### config.mk
export PLATFORM = sky130hd
export DESIGN_NAME = lmac_unit
export DESIGN_NICKNAME = d
export VERILOG_FILES = /design/src/rtl/lmac_pkg.sv /design/src/rtl/lmac_ctrl.sv /design/src/rtl/lmac_datapath.sv /design/src/rtl/lmac_flags.sv /design/src/rtl/lmac_unit.sv
export SDC_FILE = /design/constraint.sdc
export NUM_CORES = 2
export LEC_CHECK = 0
export ABC_AREA = 1
export CORE_UTILIZATION = 35
export CTS_BUF_LIST = sky130_fd_sc_hd__clkbuf_4 sky130_fd_sc_hd__clkbuf_8
export DETAILED_ROUTE_END_ITERATION = 10
export GPL_TIMING_DRIVEN = 0
export SETUP_SLACK_MARGIN = 0.15
export SLEW_MARGIN = 10
export SYNTH_ARGS = -nofsm -noshare
export SYNTH_HDL_FRONTEND = slang
export SYNTH_SLANG_ARGS = --single-unit
export TNS_END_PERCENT = 100
### constraint.sdc
create_clock -name clk -period 4.85 [get_ports clk]
set_input_delay 1.455 -clock clk [delete_from_list [all_inputs] [get_ports clk]]
set_output_delay 1.455 -clock clk [all_outputs]
set_load 0.005 [all_outputs]
### src/rtl/lmac_pkg.sv
// Shared definitions for the long multiply-accumulate unit.
// Assumes a 2-bit operation code whose upper bit selects signed and lower bit selects accumulate.
package lmac_pkg;

    typedef enum logic [1:0] {
        OP_UMUL = 2'b00,
        OP_UMAC = 2'b01,
        OP_SMUL = 2'b10,
        OP_SMAC = 2'b11
    } lmac_op_e;

    // Bit positions inside the 4-bit flag vector {N, Z, C, V}
    localparam int FLG_N = 3;
    localparam int FLG_Z = 2;
    localparam int FLG_C = 1;
    localparam int FLG_V = 0;

    function automatic logic op_is_signed(lmac_op_e op);
        return op[1];
    endfunction

    function automatic logic op_is_accum(lmac_op_e op);
        return op[0];
    endfunction

endpackage

### src/rtl/lmac_ctrl.sv
// Sequencer: accepts a start request when idle, enables STEPS datapath
// steps, then raises a one-cycle done strobe.
// Assumes start is ignored while busy; done coincides with the last step edge.
module lmac_ctrl #(
    parameter int STEPS = 4
) (
    input  logic clk,
    input  logic rst_n,
    input  logic start_i,
    output logic accept_o,
    output logic step_o,
    output logic busy_o,
    output logic done_o
);
    localparam int CNT_W = $clog2(STEPS + 1);

    logic             busy_q;
    logic             done_q;
    logic [CNT_W-1:0] cnt_q;

    // Accept only when no operation is in flight
    assign accept_o = start_i & ~busy_q;
    assign step_o   = busy_q;
    assign busy_o   = busy_q;
    assign done_o   = done_q;

    // Step counter, busy state and done pulse
    always_ff @(posedge clk) begin
        if (!rst_n) begin
            busy_q <= 1'b0;
            done_q <= 1'b0;
            cnt_q  <= '0;
        end else begin
            done_q <= 1'b0;
            if (accept_o) begin
                busy_q <= 1'b1;
                cnt_q  <= '0;
            end else if (busy_q) begin
                cnt_q <= cnt_q + 1'b1;
                if (cnt_q == CNT_W'(STEPS - 1)) begin
                    busy_q <= 1'b0;
                    done_q <= 1'b1;
                end
            end
        end
    end

endmodule

### src/rtl/lmac_datapath.sv
// Iterative multiplier and accumulator. On load it sign- or zero-extends the
// multiplicand and seeds the sum with the accumulator, minus the correction for
// a negative signed multiplier. Each step then adds one DIGIT_W-bit digit
// partial product. All arithmetic wraps modulo 2^(2*XLEN).
// Assumes XLEN is a multiple of DIGIT_W.
module lmac_datapath #(
    parameter int XLEN    = 32,
    parameter int DIGIT_W = 8
) (
    input  logic              clk,
    input  logic              rst_n,
    input  logic              load_i,
    input  logic              step_i,
    input  logic              signed_i,
    input  logic              accum_i,
    input  logic [XLEN-1:0]   a_i,
    input  logic [XLEN-1:0]   b_i,
    input  logic [XLEN-1:0]   acc_lo_i,
    input  logic [XLEN-1:0]   acc_hi_i,
    output logic [2*XLEN-1:0] sum_o
);
    localparam int PW = 2 * XLEN;

    logic [PW-1:0]   mcand_q;
    logic [XLEN-1:0] mplier_q;
    logic [PW-1:0]   sum_q;

    logic [PW-1:0]   a_ext;
    logic [PW-1:0]   seed;
    logic [PW-1:0]   fix;
    logic [PW-1:0]   partial;

    // Extend the operand and build the starting sum
    always_comb begin
        a_ext = signed_i ? {{XLEN{a_i[XLEN-1]}}, a_i} : {{XLEN{1'b0}}, a_i};
        fix   = (signed_i && b_i[XLEN-1]) ? {a_i, {XLEN{1'b0}}} : '0;
        seed  = (accum_i ? {acc_hi_i, acc_lo_i} : '0) - fix;
    end

    // Partial product of the current low digit
    assign partial = mcand_q * {{(PW-DIGIT_W){1'b0}}, mplier_q[DIGIT_W-1:0]};

    // Load the operands, then shift-and-add one digit per step
    always_ff @(posedge clk) begin
        if (!rst_n) begin
            mcand_q  <= '0;
            mplier_q <= '0;
            sum_q    <= '0;
        end else if (load_i) begin
            mcand_q  <= a_ext;
            mplier_q <= b_i;
            sum_q    <= seed;
        end else if (step_i) begin
            sum_q    <= sum_q + partial;
            mcand_q  <= mcand_q << DIGIT_W;
            mplier_q <= mplier_q >> DIGIT_W;
        end
    end

    assign sum_o = sum_q;

endmodule

### src/rtl/lmac_flags.sv
// Flag update logic. N and Z follow the 64-bit result when an update is
// requested and the condition passed. C and V either pass through or are
// forced to zero, chosen by LEGACY_CV.
// Assumes the flag vector is ordered {N, Z, C, V}.
module lmac_flags #(
    parameter int PW        = 64,
    parameter bit LEGACY_CV = 1'b0
) (
    input  logic [3:0]    flags_i,
    input  logic          set_i,
    input  logic          pass_i,
    input  logic [PW-1:0] result_i,
    output logic [3:0]    flags_o
);
    import lmac_pkg::*;

    logic [1:0] cv_upd;

    // Variant chosen by parameter: legacy clears C/V, current keeps them
    generate
        if (LEGACY_CV) begin : g_cv_clear
            assign cv_upd = 2'b00;
        end else begin : g_cv_keep
            assign cv_upd = {flags_i[FLG_C], flags_i[FLG_V]};
        end
    endgenerate

    // Choose the updated or unchanged flag vector
    always_comb begin
        flags_o = flags_i;
        if (set_i && pass_i) begin
            flags_o[FLG_N] = result_i[PW-1];
            flags_o[FLG_Z] = (result_i == '0);
            flags_o[FLG_C] = cv_upd[1];
            flags_o[FLG_V] = cv_upd[0];
        end
    end

endmodule

### src/rtl/lmac_unit.sv
// Long multiply-accumulate unit: 32x32 to 64-bit product, signed or unsigned,
// with optional 64-bit accumulate and N/Z/C/V flag update.
// Assumes inputs are stable only on the start cycle; every input that matters
// later is captured when start is accepted. Results hold until the next start.
module lmac_unit #(
    parameter int XLEN      = 32,
    parameter int DIGIT_W   = 8,
    parameter bit LEGACY_CV = 1'b0
) (
    input  logic            clk,
    input  logic            rst_n,
    input  logic            start_i,
    input  logic [1:0]      op_i,
    input  logic            cond_pass_i,
    input  logic            set_flags_i,
    input  logic [XLEN-1:0] src_a_i,
    input  logic [XLEN-1:0] src_b_i,
    input  logic [XLEN-1:0] acc_lo_i,
    input  logic [XLEN-1:0] acc_hi_i,
    input  logic [3:0]      flags_i,
    output logic [XLEN-1:0] res_lo_o,
    output logic [XLEN-1:0] res_hi_o,
    output logic            wr_lo_o,
    output logic            wr_hi_o,
    output logic [3:0]      flags_o,
    output logic            done_o
);
    import lmac_pkg::*;

    localparam int PW    = 2 * XLEN;
    localparam int STEPS = XLEN / DIGIT_W;

    logic          accept;
    logic          step;
    logic          busy;
    logic          done;
    logic [PW-1:0] sum;
    lmac_op_e      op;

    logic          cond_q;
    logic          setf_q;
    logic [3:0]    flags_q;

    assign op = lmac_op_e'(op_i);

    lmac_ctrl #(.STEPS(STEPS)) u_ctrl (
        .clk      (clk),
        .rst_n    (rst_n),
        .start_i  (start_i),
        .accept_o (accept),
        .step_o   (step),
        .busy_o   (busy),
        .done_o   (done)
    );

    lmac_datapath #(.XLEN(XLEN), .DIGIT_W(DIGIT_W)) u_dp (
        .clk      (clk),
        .rst_n    (rst_n),
        .load_i   (accept),
        .step_i   (step),
        .signed_i (op_is_signed(op)),
        .accum_i  (op_is_accum(op)),
        .a_i      (src_a_i),
        .b_i      (src_b_i),
        .acc_lo_i (acc_lo_i),
        .acc_hi_i (acc_hi_i),
        .sum_o    (sum)
    );

    // Capture the per-operation control inputs on acceptance
    always_ff @(posedge clk) begin
        if (!rst_n) begin
            cond_q  <= 1'b0;
            setf_q  <= 1'b0;
            flags_q <= 4'b0000;
        end else if (accept) begin
            cond_q  <= cond_pass_i;
            setf_q  <= set_flags_i;
            flags_q <= flags_i;
        end
    end

    lmac_flags #(.PW(PW), .LEGACY_CV(LEGACY_CV)) u_flags (
        .flags_i  (flags_q),
        .set_i    (setf_q),
        .pass_i   (cond_q),
        .result_i (sum),
        .flags_o  (flags_o)
    );

    assign res_lo_o = sum[XLEN-1:0];
    assign res_hi_o = sum[PW-1:XLEN];
    assign wr_lo_o  = done & cond_q;
    assign wr_hi_o  = done & cond_q;
    assign done_o   = done;

endmodule

# Yosys cells after proc, flatten, opt, wreduce, memory -nomap -nowiden
# Cells that the tools add are included.
dict set report op_classes {
  bitwise_logic 4
  mux 14
  n_addsub 3
  multipliers 1
  eq_ne 1
  reduce_logical 6
}
# op count
set ops {}
lappend ops {{two-way mux 64 bit} 7}
lappend ops {{adder 64 bit} 1}
lappend ops {{zero test 64 bit} 1}
lappend ops {{multiplier 64 x 8 -> 64 bit} 1}
lappend ops {{two-way mux 32 bit} 2}
lappend ops {{subtractor 64 bit} 1}
lappend ops {{two-way mux 1 bit} 4}
lappend ops {{two-way mux 4 bit} 1}
lappend ops {{adder 3 x 1 -> 3 bit, second input constant} 1}
lappend ops {{equality test 3 x 2 -> 1 bit, second input constant} 1}
lappend ops {{OR reduction 3 bit} 1}
lappend ops {{AND 1 bit} 2}
lappend ops {{logical AND 1 bit} 2}
lappend ops {{inverter 1 bit} 2}
lappend ops {{nonzero test 2 bit} 1}
lappend ops {{OR reduction 2 bit} 1}
dict set report word_totals {
  regBits 171
  elab_cells 38
  input_bits 139
}

# Longest topological paths before layout
dict set report logic_depth {
  ltp_word 4
  ltp_mapped 28
  mapped_depth_nobuf 26
}

# Modules after synthesis
# Synthesis repeated with hierarchy kept, for this count alone.
dict set report unflattened {
  hier_cells 4467
  hier_area_um2 28934.0
}
# mod n_inst seq_area_each_um2 area_each_um2 cells_each
set modules_own_cells {}
lappend modules_own_cells {lmac_datapath 1 3203.1 28130.7 4330}
lappend modules_own_cells {lmac_unit 1 120.1 271.5 40}
lappend modules_own_cells {lmac_ctrl 1 100.1 269.0 34}
lappend modules_own_cells {lmac_flags 1 0.0 262.8 63}

# Worst setup path after synthesis
# No wires, ideal clock.
dict set report synth_timing {
  kind {reg-to-reg}
  startpoint {register u_dp.mplier_q[5]}
  endpoint {register u_dp.sum_q[62] (netlist: u_dp.sum_o[62])}
  setup_slack_ps 290
  required_ps 4737
  path_stages_with_launch 23
  setup_time_ps 113
  arrival_time_ps 4447
  synth_period_minus_slack_ps 4560
  cell_sequence {dfxtp_1 clkbuf_1 clkbuf_1 clkbuf_1 nand2_1 fa_1 fa_1 inv_1 fa_1 fa_1 ha_1 a21oi_1 nor2_1 nor2_1 nand2_2 nand2_2 nand3_2 nand2_2 nand2_2 nand2_1 nand3_1 nand3_1 nand2_1}
}
dict set report synth_between {
  elab_chain_cells 4
}
# item line
set synth_rtl {}
lappend synth_rtl {{start: declaration} lmac_datapath.sv:25} ;# logic [XLEN-1:0] mplier_q;
lappend synth_rtl {{start signal: assignment} lmac_datapath.sv:51} ;# mplier_q <= b_i;
lappend synth_rtl {{start signal: assignment} lmac_datapath.sv:56} ;# mplier_q <= mplier_q >> DIGIT_W;
lappend synth_rtl {{multiplier 64 x 8 -> 64 bit} lmac_datapath.sv:41} ;# assign partial = mcand_q * {{(PW-DIGIT_W){1'b0}}, mplier_q[DIGIT_W-1:0]};
lappend synth_rtl {{adder 64 bit} lmac_datapath.sv:54} ;# sum_q <= sum_q + partial;
lappend synth_rtl {{two-way mux 64 bit} lmac_datapath.sv:53} ;# end else if (step_i) begin
lappend synth_rtl {{two-way mux 64 bit} lmac_datapath.sv:49} ;# end else if (load_i) begin
lappend synth_rtl {{end signal: assignment} lmac_datapath.sv:54}
lappend synth_rtl {{end: declaration} lmac_datapath.sv:26} ;# logic [PW-1:0] sum_q;
# No other way between the ends. The select of a mux whose other input is x is not followed.
# A chain may end at the register's enable or synchronous reset.

# Worst setup path in the final report
dict set report layout_timing {
  startpoint {register u_dp.mplier_q[0]}
  endpoint {register u_dp.sum_q[57] (netlist: u_dp.sum_o[57])}
}
# Same word-level chain as after synthesis.

==> qor.yml <==
clock_tree:
  clock_sinks: 171
  htreeDepth: 4
  clockBufferDepth: 2
  clk_pin_slew_ns: 0.12
  insertion_delay_ns: 0.64
  cts_tree: "built"
  clockRootBuffer: "clkbuf_8"
  hold_buffers: 0
  numCtsBuffers: 17
critical_path:
  cp-end-kind: "register"
  crit_top_cell: "nand2_1"
  worstSetupStartpointType: "register"
  cp_max_fo: 10
  critPathRequiredTime_ns: 5.37
  critPathKind: "register to register"
  worstPathArrival_ns: 5.33
  critical_path.slowest_cell: "fa_1"
  slowest_delay_ns: 0.55
  path_cells: "clkbuf_16 -> clkbuf_16 -> nand2_1 -> fa_1 -> inv_1 -> fa_1 -> fa_1 -> inv_1 -> fa_1 -> inv_1 -> ha_4 -> nand2_4 -> nor2_4 -> nand2_1 -> nand2_1 -> nand2_1 -> nand3b_1 -> nand2_1 -> nand2_2 -> nand2_2 -> nand3_1 -> nand2_2 -> nand3_4 -> nand2_1"
timing:
  setup_viol: 0
  fin_crit_ns: 4.81
  fin_ws_ns: 0.0404
  rsz0062_at_grt: "yes"
  clock.fmax_mhz: 208
  worstMarginPinSlew_ns: 1.25
  post-route-period-util_pct: 99.2
  holdWs_ns: 0.474
  hold_viol_final: 0
  max-slew-margin-rel_pct: 16.5
  skew_ns: 0.0467
  tns_ns: 0
  drv_slew: 0
placed_design:
  portBuffers: 208
  placed_area_mm2: 0.0320
  post-place-ws_ns: -1.81
  dpl.hpwl_um: 103000
  placedCellCount: 5675
  gp_congestion: 1.04
routing:
  ant_nets: 0
  routedWlPerCell_um: 21.7
  drtPass1Iterations: 9
  wl_um: 125000
  vias: 29285
  drc: 24
  drt_iter0_markers: 2634
  viasPerCell: 5.10
flow_run:
  cap_viol_max_count: 0
floorplan:
  fp-row-count: 104
  core_mm2: 0.0807
  dieArea_mm2: 0.0829
  start_util_pct: 35.5
  die_height_um: 288
  io_pins: 210
  die_w_um: 288
synth:
  synth_cells: 4407
  ys_types: 48
  yosysWarnings: 0
  yosysTopAreaCell: "fa_1"
  synth.top_cell.area_share_pct: 28.8
  syn_nets: 5063
  synth_edf_count: 0
  ys_ff_latch: 171
  async_reset_ff_share_pct: 0
  avgSynthCellArea_um2: 6.49
  yosysSeqAreaShare_pct: 12.0
  syn_area_mm2: 0.0286
  synth_ff_type: "dfxtp_1"
  yosysMostFrequentCell: "nand2_1"
  synth_common_cells: "nand2_1, inv_1, fa_1"
  synth_area_leaders: "fa_1, nand2_1, inv_1"
global_routing:
  antenna_found_initial: 4
  grt_pass1_wl_um: 183000
  overflow: 0
  grt_max_degree: 20
  track_usage_pct: 30.5
  grt_pass1_vias: 28664
power:
  p_int_mw: 3.25
  p_leak_nw: 19.8
  switchingPower_mw: 3.20
  pwr-share-seq_pct: 25.8
  ir_drop_uv: 183
  p_comb_share_pct: 55.7
  finalPower_mw: 6.45
  swShare_pct: 49.6
  p_clk_share_pct: 18.4
  powerDensity_mw_per_mm2: 183
cells_and_area:
  fill_cells: 8475
  final_core_util_pct: 43.8
  final_area_mm2: 0.0353
  drive_gt1_share_pct: 11.9
  stdcell_count: 5744
  seqCellArea_mm2: 0.00343
  syn2layout_area_growth_pct: 23.5
  num-nets-final: 5324
  multi_input_area_mm2: 0.0218
hold_path:
  hold_path.class: "register to register"
status:
  violations: "design-rule violations"
  outcome: "complete, but fails checks"
## final timing paths
path	depth (start not counted)	endpoint	slack, ns	startpoint
worst min-delay path	2	u_dp.mplier_q[30]	0.47	u_dp.mplier_q[30]
worst max register to register	24	u_dp.sum_o[57]	0.04	u_dp.mplier_q[0]
worst min register to register	2	u_dp.mplier_q[30]	0.47	u_dp.mplier_q[30]
worst max-delay path	24	u_dp.sum_o[57]	0.04	u_dp.mplier_q[0]
## registers in the layout, summed over array words and instances (netlist names)
register and flops:
flags_q 4, u_dp.mcand_q 64, u_dp.mplier_q 32, u_ctrl.busy_o 1
u_dp.sum_o 64, setf_q 1, cond_q 1, u_ctrl.cnt_q 3
u_ctrl.done_o 1
## worst max-delay path, delay by kind of cell, from the launching register on
| kind | cells | cell delay (ns) |
|---|---|---|
| AND/OR/NAND/NOR | 14 | 1.39 |
| flip-flops | 1 | 0.37 |
| adder cells (fa/ha/maj) | 5 | 2.36 |
| buffers and inverters | 5 | 0.57 |
## per-layer routing
layer	wire length, um	part of all wire, %	vias to the layer above	GRT usage (%)
li1	-	-	13439	-
met1	51900	42	14224	40.2
met2	54400	44	1373	47.7
met3	12000	9.6	247	6.86
met4	6340	5.1	2	13.3
met5	13	0.010	-	0
## power groups by stage
stage	Clock (mW)	Sequential (mW)	Combinational [mW]
floorplan	0	1.62	1.76
global placement	0	1.67	2.98
detailed placement	0	1.67	3.00
CTS	1.18	1.66	3.44
global route	1.24	1.67	3.88
finish	1.19	1.67	3.60
## kinds of logic (layout without fill, tap and decap cells)
| kind of cell | Yosys count | in the layout | share of synthesized area [%] |
|---|---|---|---|
| adder cells (fa/ha/maj) | 517 | 517 | 33.4 |
| AO/OA/AOI/OAI | 457 | 457 | 9.14 |
| other | 0 | 3 | 0 |
| flip-flops | 171 | 171 | 12.0 |
| XOR/XNOR | 23 | 23 | 0.704 |
| buffers and inverters | 1388 | 1662 | 18.4 |
| AND/OR/NAND/NOR | 1851 | 1851 | 26.4 |
## final cells by class
type	count	share of cell area [%]
multi-input cells	2848	61.6
inverters	1190	12.6
flip-flops and latches	171	9.72
repair buffers	245	6.73
plain buffers	195	4.35
well taps	1060	3.75
clock buffers	18	0.701
clock inverters	14	0.464
diodes	3	0.0212
## layout by cell type (no fill, tap or decap), drive strengths merged, types with 95 or more instances in the layout
cell           count
nor2             233
inv             1197
buf               95
ha               106
dfxtp            171
o21ai            149
a21oi            185
fa               411
nand3            169
nand2           1354
clkbuf           155
clkdlybuf4s50    208
## timing repair
item	CTS	global route
setup endpoints to repair	61	53
gates resized for setup	593	107
gates cloned	0	0
pin swaps	40	33
setup buffers	24	13
Note: power is estimated with default switching activity, not from simulation.
